==> src/rtl/pmm_pkg.sv <==
`timescale 1ns/1ps
package pmm_pkg;

  typedef enum logic [1:0] {
    ST_IDLE,
    ST_DRAW,
    ST_ITER,
    ST_FIN
  } pmm_state_e;

endpackage

==> src/rtl/pmm_mask_gen.sv <==
`timescale 1ns/1ps
// Per-group selection mask for the chunk rotator, stepped one position per iteration.
module pmm_mask_gen #(
  parameter int unsigned DATA_W = 32,
  parameter int unsigned SHARES = 8
) (
  input  logic              clk_i,
  input  logic              rst_ni,
  input  logic              load_i,
  input  logic              step_i,
  output logic [DATA_W-1:0] mask_o,
  output logic [DATA_W-1:0] mask1_o
);

  logic [DATA_W-1:0] corr_base;
  logic [DATA_W-1:0] mask_q, corr_q;

  // one set bit at the least significant position of every group
  for (genvar p = 0; p < DATA_W; p++) begin : g_corr
    assign corr_base[p] = ((p % SHARES) == 0);
  end

  always_ff @(posedge clk_i or negedge rst_ni) begin
    if (!rst_ni) begin
      mask_q <= '1;
      corr_q <= '0;
    end else if (load_i) begin
      mask_q <= ~corr_base;
      corr_q <= corr_base << 1;
    end else if (step_i) begin
      mask_q <= mask_q ^ corr_q;
      corr_q <= corr_q << 1;
    end
  end

  assign mask_o  = mask_q;
  assign mask1_o = ~corr_base;

endmodule

==> src/rtl/pmm_chunk_rot.sv <==
`timescale 1ns/1ps
// Rotates every SHARES-bit group toward its MSB by amt_i; mask_i selects the kept upper part.
module pmm_chunk_rot #(
  parameter int unsigned DATA_W = 32,
  parameter int unsigned SHARES = 8,
  parameter int unsigned AW     = 3
) (
  input  logic [DATA_W-1:0] w_i,
  input  logic [AW-1:0]     amt_i,
  input  logic [DATA_W-1:0] mask_i,
  output logic [DATA_W-1:0] w_o
);

  localparam int unsigned SW = AW + 1;

  logic [SW-1:0] shr;

  assign shr = SW'(SHARES) - {1'b0, amt_i};
  assign w_o = ((w_i << amt_i) & mask_i) | ((w_i >> shr) & ~mask_i);

endmodule

==> src/rtl/pmm_ctrl.sv <==
`timescale 1ns/1ps
module pmm_ctrl
  import pmm_pkg::*;
#(
  parameter int unsigned HALF = 4,
  parameter int unsigned IW   = 3
) (
  input  logic          clk_i,
  input  logic          rst_ni,
  input  logic          start_i,
  input  logic          refresh_i,
  input  logic          rnd_valid_i,
  output logic          busy_o,
  output logic          rnd_ready_o,
  output logic          accept_o,
  output logic          take_o,
  output logic          first_o,
  output logic          iter_o,
  output logic          fin_o,
  output logic          refresh_o,
  output logic [IW-1:0] idx_o
);

  pmm_state_e    state_q, state_d;
  logic [IW-1:0] idx_q, idx_d, idx_nxt;
  logic          first_q, first_d;
  logic          refresh_q, refresh_d;

  assign idx_nxt = idx_q + IW'(1);

  always_comb begin
    state_d   = state_q;
    idx_d     = idx_q;
    first_d   = first_q;
    refresh_d = refresh_q;
    unique case (state_q)
      ST_IDLE: if (start_i) begin
        state_d   = ST_DRAW;
        idx_d     = IW'(1);
        first_d   = 1'b1;
        refresh_d = refresh_i;
      end
      ST_DRAW: if (rnd_valid_i) begin
        first_d = 1'b0;
        state_d = (refresh_q || (HALF == 1)) ? ST_FIN : ST_ITER;
      end
      ST_ITER: begin
        idx_d = idx_nxt;
        if (idx_q == IW'(HALF - 1)) state_d = ST_FIN;
        else if (!idx_nxt[0])       state_d = ST_DRAW;
        else                        state_d = ST_ITER;
      end
      ST_FIN: state_d = ST_IDLE;
      default: state_d = ST_IDLE;
    endcase
  end

  always_ff @(posedge clk_i or negedge rst_ni) begin
    if (!rst_ni) begin
      state_q   <= ST_IDLE;
      idx_q     <= '0;
      first_q   <= 1'b0;
      refresh_q <= 1'b0;
    end else begin
      state_q   <= state_d;
      idx_q     <= idx_d;
      first_q   <= first_d;
      refresh_q <= refresh_d;
    end
  end

  assign busy_o      = (state_q != ST_IDLE);
  assign rnd_ready_o = (state_q == ST_DRAW);
  assign accept_o    = (state_q == ST_IDLE) && start_i;
  assign take_o      = (state_q == ST_DRAW) && rnd_valid_i;
  assign first_o     = first_q;
  assign iter_o      = (state_q == ST_ITER);
  assign fin_o       = (state_q == ST_FIN);
  assign refresh_o   = refresh_q;
  assign idx_o       = idx_q;

endmodule

==> src/rtl/packed_mask_mul.sv <==
`timescale 1ns/1ps
module packed_mask_mul #(
  parameter int unsigned DATA_W = 32,
  parameter int unsigned SHARES = 8
) (
  input  logic              clk_i,
  input  logic              rst_ni,
  input  logic              start_i,
  input  logic              refresh_i,
  input  logic [DATA_W-1:0] a_i,
  input  logic [DATA_W-1:0] b_i,
  input  logic              rnd_valid_i,
  input  logic [DATA_W-1:0] rnd_i,
  output logic              rnd_ready_o,
  output logic              busy_o,
  output logic              done_o,
  output logic [DATA_W-1:0] c_o
);

  localparam int unsigned HALF = SHARES / 2;
  localparam int unsigned IW   = (HALF < 2) ? 1 : $clog2(HALF + 1);

  logic              accept, take, first, iter, fin, refresh;
  logic [IW-1:0]     idx;
  logic [DATA_W-1:0] mask, mask1;
  logic [DATA_W-1:0] a_q, b_q, r_q, y_q, c_q;
  logic              done_q;
  logic [DATA_W-1:0] rot_a, rot_b, rot_r1, r_term, c_mul, c_ref;

  pmm_ctrl #(.HALF(HALF), .IW(IW)) ctrl_i (
    .clk_i       (clk_i),
    .rst_ni      (rst_ni),
    .start_i     (start_i),
    .refresh_i   (refresh_i),
    .rnd_valid_i (rnd_valid_i),
    .busy_o      (busy_o),
    .rnd_ready_o (rnd_ready_o),
    .accept_o    (accept),
    .take_o      (take),
    .first_o     (first),
    .iter_o      (iter),
    .fin_o       (fin),
    .refresh_o   (refresh),
    .idx_o       (idx)
  );

  pmm_mask_gen #(.DATA_W(DATA_W), .SHARES(SHARES)) mask_i (
    .clk_i   (clk_i),
    .rst_ni  (rst_ni),
    .load_i  (accept),
    .step_i  (iter),
    .mask_o  (mask),
    .mask1_o (mask1)
  );

  pmm_chunk_rot #(.DATA_W(DATA_W), .SHARES(SHARES), .AW(IW)) rot_b_i (
    .w_i (b_q), .amt_i (idx), .mask_i (mask), .w_o (rot_b)
  );

  pmm_chunk_rot #(.DATA_W(DATA_W), .SHARES(SHARES), .AW(IW)) rot_a_i (
    .w_i (a_q), .amt_i (idx), .mask_i (mask), .w_o (rot_a)
  );

  pmm_chunk_rot #(.DATA_W(DATA_W), .SHARES(SHARES), .AW(IW)) rot_r_i (
    .w_i (r_q), .amt_i (IW'(1)), .mask_i (mask1), .w_o (rot_r1)
  );

  // odd iterations fold the turned random word, even ones the fresh word
  assign r_term = idx[0] ? rot_r1 : r_q;
  assign c_mul  = y_q ^ (a_q & rot_b) ^ ((HALF == 1) ? rot_r1 : '0);
  assign c_ref  = a_q ^ r_q ^ rot_r1;

  always_ff @(posedge clk_i or negedge rst_ni) begin
    if (!rst_ni) begin
      a_q    <= '0;
      b_q    <= '0;
      r_q    <= '0;
      y_q    <= '0;
      c_q    <= '0;
      done_q <= 1'b0;
    end else begin
      done_q <= fin;
      if (accept) begin
        a_q <= a_i;
        b_q <= b_i;
      end
      if (take) begin
        r_q <= rnd_i;
        if (first && !refresh) y_q <= (a_q & b_q) ^ rnd_i;
      end
      if (iter) y_q <= y_q ^ (a_q & rot_b) ^ (rot_a & b_q) ^ r_term;
      if (fin)  c_q <= refresh ? c_ref : c_mul;
    end
  end

  assign done_o = done_q;
  assign c_o    = c_q;

endmodule

==> config.mk <==
export PLATFORM = sky130hd
export DESIGN_NAME = packed_mask_mul
export DESIGN_NICKNAME = d
export VERILOG_FILES = /design/src/rtl/pmm_pkg.sv /design/src/rtl/pmm_mask_gen.sv /design/src/rtl/pmm_chunk_rot.sv /design/src/rtl/pmm_ctrl.sv /design/src/rtl/packed_mask_mul.sv
export SDC_FILE = /design/constraint.sdc
export NUM_CORES = 1
export LEC_CHECK = 0
export ABC_AREA = 1
export ABC_CLOCK_PERIOD_IN_PS = 3700
export BUFFER_PORTS_ARGS = -buffer_cell sky130_fd_sc_hd__buf_4
export CAP_MARGIN = 20
export CORE_MARGIN = 2
export CORE_UTILIZATION = 40
export CTS_BUF_LIST = sky130_fd_sc_hd__clkbuf_4 sky130_fd_sc_hd__clkbuf_8
export DETAILED_ROUTE_END_ITERATION = 16
export RECOVER_POWER = 50
export SYNTH_ARGS = -nofsm -noshare
export SYNTH_HDL_FRONTEND = slang
export SYNTH_SLANG_ARGS = --single-unit
==> constraint.sdc <==
create_clock -name clk_i -period 3.7 [get_ports clk_i]
set_input_delay 0.74 -clock clk_i [delete_from_list [all_inputs] [get_ports clk_i]]
set_output_delay 0.74 -clock clk_i [all_outputs]
set_load 0.01 [all_outputs]
==> results.json, run 1 <==
{
  "clock_latency_ns": 0.64,
  "setup_violations": 0,
  "yosysUniqueCellTypes": 37,
  "drc": 0,
  "grt_max_degree": 80,
  "final.setup.tns_ns": 0,
  "slew_viol_final": 108,
  "cts_tree": "done",
  "vias_per_cell": 5.57,
  "setup_ws_ns": 0.393,
  "rsz0062_at_grt": "false",
  "clock_path_buffers": 3,
  "h-tree-depth": 2,
  "dr.first_iter.drc_count": 2192,
  "cp_slowest_cell": "clkbuf_1",
  "fillers": 4662,
  "yosysWarnings": 0,
  "crit_required_ns": 4.25,
  "track_usage": 0.312,
  "max_stage_delay_ns": 1.50,
  "syn_nets": 2924,
  "status": "finished, violations left",
  "start_util": 0.408,
  "mostFrequentLayoutCells": "nand2_1, nand3_1, dfrtp_1",
  "timing.hold.ws_ns": 0.289,
  "core_um2": 43300,
  "wirelength_um": 71800,
  "fin_nets": 2967,
  "r2r_start": "ctrl_i.state_q[1]",
  "relSlewSlack": -0.466,
  "violations": "capacitance limit, slew limit",
  "post-route-period-util": 0.894,
  "drtAntennaViolNets": 0,
  "grt_pass1_vias": 18603,
  "crit_chain": "inv_1 -> nor2_4 -> clkbuf_1 -> buf_4 -> nand2_1 -> a21oi_1 -> a21oi_1",
  "maxCapViolations": 2,
  "rows": 76,
  "die_w_um": 214,
  "fmax_ghz": 0.302,
  "die_y_um": 214,
  "ctsHoldBuffers": 0,
  "grt_pass1_wl_um": 112000,
  "crit_fanout": 41,
  "hold_path.class": "input pin to register",
  "syn_area_per_cell_um2": 6.26,
  "place_area_um2": 19000,
  "cp-end-kind": "register",
  "avgRoutedWirePerCell_um": 20.6,
  "rrSetupSlack_ns": 0.39,
  "r2r_end": "mask_i.mask_o[16]",
  "post_cts_buffers": 0,
  "final_layout_size_suffix_gt1_frac": 0.103,
  "vias": 19405,
  "worst_ep_arrival_time_ns": 3.85,
  "dp_worst_setup_slack_ns": 0.746,
  "reg2reg_depth": 7,
  "clk_pin_slew_worst_paths_ns": 0.07,
  "place_congestion": 0.934,
  "critPathKind": "register to register",
  "drt_first_pass_iters": 6,
  "cts_made_buffers": 45,
  "antenna_cells": 0,
  "design_area_um2": 19900,
  "antenna_found_initial": 0,
  "syn_area_um2": 17600,
  "numClockSinks": 231,
  "whs_path_depth": 3,
  "fin_skew_ns": 0.0260,
  "final_common_cell": "nand2_1",
  "port_buffers": 135,
  "hp-start": "a_i[22]",
  "min_to": "a_q[22]",
  "area_growth_pct": 12.9,
  "die_area_um2": 45800,
  "ys_ff_latch": 231,
  "worst_pin_slew_ns": 2.20,
  "ys_seq_area_frac": 0.330,
  "finalCriticalPeriod_ns": 3.31,
  "cts_resized": 0,
  "startpoint_type": "register",
  "io_pins": 136,
  "synth_cells": 2820,
  "grt_overflow": 0,
  "hold_viol": 0,
  "root_buffer": "clkbuf_8",
  "dp_hpwl_um": 52000,
  "crit_top_cell": "a21oi_1"
}
state kept, by name, indices dropped and copies added (netlist names):
register and flops:
a_q 32, b_q 32, c_o 32, ctrl_i.first_o 1
ctrl_i.idx_o 3, ctrl_i.refresh_o 1, ctrl_i.state_q 2, done_o 1
mask_i.corr_q 31, mask_i.mask_o 32, r_q 32, y_q 32
synthesized netlist by cell type, drive strengths merged:
master / instances / area share
o21bai: 1 / 0.00043
clkinv: 1 / 0.00021
xor2: 66 / 0.033
a21o: 1 / 0.00043
dfstp: 32 / 0.048
nor2: 21 / 0.0049
inv: 172 / 0.037
mux2i: 4 / 0.0023
a21oi: 85 / 0.024
o22ai: 27 / 0.0096
o21a: 2 / 0.00085
nand2: 1169 / 0.25
nand4: 10 / 0.0035
o32ai: 1 / 0.00050
or2: 3 / 0.0011
ha: 3 / 0.0021
xnor2: 32 / 0.016
nand3b: 26 / 0.011
dfrtp: 199 / 0.28
o21ai: 217 / 0.062
nand3: 519 / 0.15
and2: 27 / 0.0096
o211ai: 22 / 0.0094
a31oi: 1 / 0.00035
buf: 67 / 0.022
clkbuf: 112 / 0.024
critical path: cells and delay by family, from the launching register on:
kind                   cells  cell delay [ns]
AND/OR/NAND/NOR            2             0.28
buffers and inverters      3             2.28
flip-flops                 1             0.40
AO/OA/AOI/OAI              2             0.21
per-layer routing:
metal  wire (um)  up-vias  global-route usage
li1            -     9276                   -
met4        2140        0               0.103
met3        4430      115              0.0337
met2       32300      687               0.491
met5           0        -                   0
met1       32900     9327               0.446
cell type report:
type / instances / area, um^2 / share of cell area
clock buffers: 78 / 917 / 0.0461
flip-flops and latches: 231 / 5830 / 0.293
multi-input cells: 2237 / 10400 / 0.522
clock inverters: 6 / 48.8 / 0.00245
inverters: 173 / 652 / 0.0327
well taps: 585 / 732 / 0.0368
repair buffers: 175 / 1350 / 0.0678
per-stage QoR:
step | cells | utilization
6_report | 3485 | 0.460
5_1_grt | 3485 | 0.460
4_1_cts | 3485 | 0.462
3_5_place_dp | 3401 | 0.439
3_3_place_gp | 3401 | 0.439
2_1_floorplan | 2820 | -
cells by family (layout without fill, tap and decap cells):
| logic type | after synthesis | count (layout) | share of synthesized area |
|---|---|---|---|
| AOI/OAI and AO/OA | 357 | 357 | 0.107 |
| xor gates and xnor gates | 98 | 98 | 0.0487 |
| adders and majority gates | 3 | 3 | 0.00213 |
| buffers and inverters | 352 | 432 | 0.0832 |
| DFF | 231 | 231 | 0.330 |
| muxes | 4 | 4 | 0.00227 |
| and+or+nand+nor | 1775 | 1775 | 0.427 |
worst max path at each step:
stage | startpoint | depth (start not counted) | to | slack [ns]
2_1_floorplan | ctrl_i.idx_o[1] | 20 | y_q[2] | 1.11
3_3_place_gp | ctrl_i.idx_o[0] | 18 | y_q[0] | 0.74
3_5_place_dp | ctrl_i.idx_o[0] | 13 | c_o[17] | 0.75
4_1_cts | ctrl_i.idx_o[0] | 13 | c_o[17] | 0.70
5_1_grt | ctrl_i.state_q[1] | 7 | mask_i.mask_o[16] | 0.23
6_report | ctrl_i.state_q[1] | 7 | mask_i.mask_o[16] | 0.39
Power of run 1 is not shown: default switching activity piles up to over one toggle a cycle in this logic, so the estimate is an artifact.
==> run 2, diff against run 1 <==
CELL_PAD_IN_SITES_DETAIL_PLACEMENT = 0   (was default)
CELL_PAD_IN_SITES_GLOBAL_PLACEMENT = 1   (was default)
PLACE_DENSITY_LB_ADDON = 0.1   (was default)
==> run 2 against run 1 <==
Net effect:
- the flow still finishes with violations (capacitance limit, slew limit)
- first-iteration DRC count shrank 13%
- via count shrank 0.13%
- clock-buffer cell count shrank 4
- utilization grew 0.16 points
- fmax grew 2.5%
- cell area grew 0.35%
- sequential share of layout area shrank 0.096 points
- setup slack gained 0.081 ns
- clock skew grew 0.022 ns
- critical endpoint is now y_q[7]
- largest cell class unchanged
==> results.json, run 2 (same netlist as run 1, synthesis figures left out) <==
{
  "fin_skew_ns": 0.0484,
  "core_um2": 43300,
  "drc": 0,
  "grt_pass1_wl_um": 112000,
  "die_area_um2": 45800,
  "wirelength_um": 73400,
  "clk_pin_slew_worst_paths_ns": 0.07,
  "antenna_found_initial": 0,
  "vias_per_cell": 5.57,
  "area_growth_pct": 13.3,
  "final_layout_size_suffix_gt1_frac": 0.105,
  "start_util": 0.408,
  "post-route-period-util": 0.872,
  "cp-end-kind": "register",
  "violations": "capacitance limit, slew limit",
  "die_w_um": 214,
  "dr.first_iter.drc_count": 1899,
  "avgRoutedWirePerCell_um": 21.1,
  "finalCriticalPeriod_ns": 3.23,
  "rows": 76,
  "maxCapViolations": 3,
  "clock_latency_ns": 0.67,
  "dp_hpwl_um": 52700,
  "clock_path_buffers": 3,
  "layoutNonFillerInstCount": 3481,
  "io_pins": 136,
  "place_inst": 3398,
  "grt_overflow": 0,
  "final_core_util": 0.462,
  "cts_tree": "done",
  "rsz0062_at_grt": "false",
  "port_buffers": 135,
  "status": "finished, violations left",
  "crit_fanout": 63,
  "fmax_ghz": 0.310,
  "critPathKind": "register to register",
  "worst_ep_arrival_time_ns": 3.75,
  "vias": 19379,
  "slew_viol_final": 169,
  "h-tree-depth": 2,
  "drtAntennaViolNets": 0,
  "mostFrequentLayoutCells": "nand2_1, nand3_1, dfrtp_1",
  "post_cts_buffers": 0,
  "crit_required_ns": 4.22,
  "cts_made_buffers": 45,
  "startpoint_type": "register",
  "grt_max_degree": 142,
  "numClockSinks": 231,
  "ctsHoldBuffers": 0,
  "cts_resized": 0,
  "setup_violations": 0,
  "final.setup.tns_ns": 0,
  "worst_pin_slew_ns": 2.19,
  "hold_viol": 0,
  "antenna_cells": 0,
  "fin_nets": 2964,
  "relSlewSlack": -0.461,
  "drt_first_pass_iters": 6,
  "final_common_cell": "nand2_1",
  "track_usage": 0.315,
  "root_buffer": "clkbuf_8",
  "hold_path.class": "input pin to asynchronous set/reset pin",
  "place_congestion": 0.949,
  "die_y_um": 214,
  "grt_pass1_vias": 18081
}
-- run 2: stage by stage --
stage | setup slack (ns) | area (um^2) | hold slack [ns]
2_1_floorplan | 1.11 | 17600 | 0.442
3_3_place_gp | 0.653 | 19000 | 0.465
3_5_place_dp | 0.634 | 19000 | 0.467
4_1_cts | 0.569 | 20000 | 0.0203
5_1_grt | 0.337 | 20000 | 0.0509
6_report | 0.474 | 20000 | 0.0219
-- run 2: area by class of cell --
cell class	count	area [um^2]
Clock buffer	74	887
Timing Repair Buffer	172	1360
Inverter	173	652
Sequential cell	231	5830
Clock inverter	9	141
Fill cell	4631	23300
Multi-Input combinational cell	2237	10400
Tap cell	585	732
-- run 2: worst paths after layout --
| path | depth (start not counted) | slack (ns) | startpoint | end |
|---|---|---|---|---|
| min in group clk_i | 3 | 0.28 | a_i[2] | a_q[2] |
| max | 18 | 0.47 | ctrl_i.idx_o[0] | y_q[7] |
| min | 1 | 0.02 | rst_ni | c_o[31] |
| max in group asynchronous | 2 | 1.59 | rst_ni | c_o[17] |
| max reg2reg | 18 | 0.47 | ctrl_i.idx_o[0] | y_q[7] |
| min reg2reg | 2 | 0.48 | c_o[5] | c_o[5] |
-- run 2: critical path, stage by stage (launching register included) --
cell and delay, ns:
dfrtp_4 0.51, inv_4 0.21, ha_2 0.24, buf_4 0.62, nand3_1 0.24, nand3_1 0.22, nand2_1 0.13, nand2_1 0.09
nand2_1 0.13, nand2_1 0.09, nand2_1 0.10, nand2_1 0.08, nand2_1 0.05, nand2_1 0.07, nand2_1 0.05, nand2_1 0.06
nand2_1 0.05, nand2_1 0.07, nand2_1 0.06
-- run 2: metal layers --
metal | vias to the layer above | GRT usage | wire length, um
met5 | - | 0 | 0
met4 | 0 | 0.108 | 2360
met3 | 110 | 0.0356 | 4330
met2 | 711 | 0.487 | 32700
met1 | 9281 | 0.455 | 34000
li1 | 9277 | - | -
Power of run 2 is left out for the same reason.
==> run 3, diff against run 2 <==
BUFFER_PORTS_ARGS = -buffer_cell sky130_fd_sc_hd__buf_2   (was -buffer_cell sky130_fd_sc_hd__buf_4)
==> run 3 against run 2 <==
Net effect:
- the run still ends with capacitance limit, slew limit left
- largest cell class unchanged
- setup slack improved by 0.13 ns
- non-clock buffer count rose by 3
- utilization fell by 0.73 points
- cell count rose by 0.11%
- die area did not move
- wire length fell by 1.3%
- first-iteration DRC count rose by 7.2%
- critical path depth fell by 4
- global-route usage barely moved
- fmax rose by 4.2%
- sequential share of layout area rose by 0.47 points
- worst hold slack improved by 0.26 ns
==> results.json, run 3 (same netlist as run 1, synthesis figures left out) <==
{
  "relSlewSlack": -0.393,
  "area_growth_pct": 11.5,
  "place_congestion": 0.961,
  "hold_path.class": "input pin to register",
  "start_util": 0.408,
  "core_um2": 43300,
  "critical_path_buf_inv_count": 3,
  "finalCriticalPeriod_ns": 3.10,
  "h-tree-depth": 2,
  "slew_viol_final": 143,
  "crit_required_ns": 4.24,
  "drc": 0,
  "clock_path_buffers": 3,
  "vias_per_cell": 5.51,
  "cp-end-kind": "register",
  "mostFrequentLayoutCells": "nand2_1, nand3_1, dfrtp_1",
  "final.setup.tns_ns": 0,
  "fin_skew_ns": 0.0321,
  "violations": "capacitance limit, slew limit",
  "wirelength_um": 72400,
  "drtAntennaViolNets": 0,
  "die_y_um": 214,
  "post-route-period-util": 0.837,
  "clock_latency_ns": 0.65,
  "fillers": 4606,
  "cts_resized": 0,
  "setup_violations": 0,
  "worst_ep_arrival_time_ns": 3.64,
  "drt_first_pass_iters": 6,
  "cts_tree": "done",
  "maxCapViolations": 2,
  "track_usage": 0.314,
  "final_core_util": 0.455,
  "avgRoutedWirePerCell_um": 20.8,
  "status": "finished, violations left",
  "hold_viol": 0,
  "root_buffer": "clkbuf_8",
  "io_pins": 136,
  "fin_nets": 2967,
  "ctsHoldBuffers": 0,
  "grt_pass1_vias": 18060,
  "final_common_cell": "nand2_1",
  "crit_fanout": 34,
  "dp_hpwl_um": 51700,
  "crit_family": "simple AND/OR/NAND/NOR gates",
  "rrSetupSlack_ns": 0.60,
  "max_stage_delay_ns": 0.50,
  "rows": 76,
  "grt_pass1_wl_um": 112000,
  "grt_max_degree": 142,
  "post_cts_buffers": 0,
  "startpoint_type": "register",
  "clk_pin_slew_worst_paths_ns": 0.06,
  "die_area_um2": 45800,
  "numClockSinks": 231,
  "port_buffers": 135,
  "antenna_found_initial": 1,
  "cp_slowest_cell": "dfrtp_4",
  "final_layout_size_suffix_gt1_frac": 0.106,
  "cts_made_buffers": 45,
  "vias": 19187,
  "grt_overflow": 0,
  "fmax_ghz": 0.323,
  "die_w_um": 214,
  "rsz0062_at_grt": "false",
  "antenna_cells": 0,
  "crit_chain": "inv_4 -> ha_2 -> inv_2 -> buf_4 -> nand3_1 -> o21ai_0 -> nand2_1 -> o21ai_1 -> nand3b_1 -> nand2_1 -> xor2_1 -> nand2_1 -> nand2_1 -> nand2_1",
  "critPathKind": "register to register",
  "worst_pin_slew_ns": 2.09,
  "dr.first_iter.drc_count": 2036,
  "crit_top_cell": "nand2_1"
}
-- run 3: cell count changes in the layout (fill, tap and decap cells not counted), sizes merged --
cell | previous run | this run
buf | 164 | 171
bufinv | 3 | 1
clkbuf | 82 | 80
inv | 173 | 174
-- run 3: final cells by class --
class	count	area, um^2	share of cell area
clock buffer	76	921	0.0468
tap	585	732	0.0372
clock inverter	8	75.1	0.00382
sequential	231	5830	0.296
timing repair buffer	175	1080	0.0548
inverter	173	652	0.0331
multi-input combinational	2237	10400	0.528
-- run 3: worst paths after layout --
check,startpoint,end,cells after the start
min reg2reg,c_o[6],c_o[6],2
max reg2reg,ctrl_i.idx_o[0],y_q[27],14
max,ctrl_i.idx_o[0],y_q[27],14
min,a_i[8],a_q[8],3
min in group asynchronous,rst_ni,ctrl_i.refresh_o,1
max in group asynchronous,rst_ni,ctrl_i.idx_o[0],2
-- run 3: layer usage --
layer / GRT usage / part of all wire / vias up
li1: - / - / 9290
met1: 0.453 / 0.46 / 9132
met2: 0.486 / 0.44 / 665
met3: 0.0483 / 0.066 / 100
met4: 0.0897 / 0.029 / 0
met5: 0 / 0 / -
-- run 3: worst min-delay path, cell delays in order --
cell	delay, ns
buf_2	0.07
nand2_1	0.04
nand2_1	0.04
-- run 3: stage by stage --
step                setup WS, ns  cell area [um^2]  hold WS [ns]  std cells
floorplan                   1.11             17600         0.442       2820
global placement           0.687             18700         0.460       3401
detailed placement         0.705             18700         0.462       3401
CTS                        0.700             19700        0.0683       3485
global route               0.450             19700         0.249       3485
finish                     0.602             19700         0.279       3485
Power of run 3 is left out for the same reason.
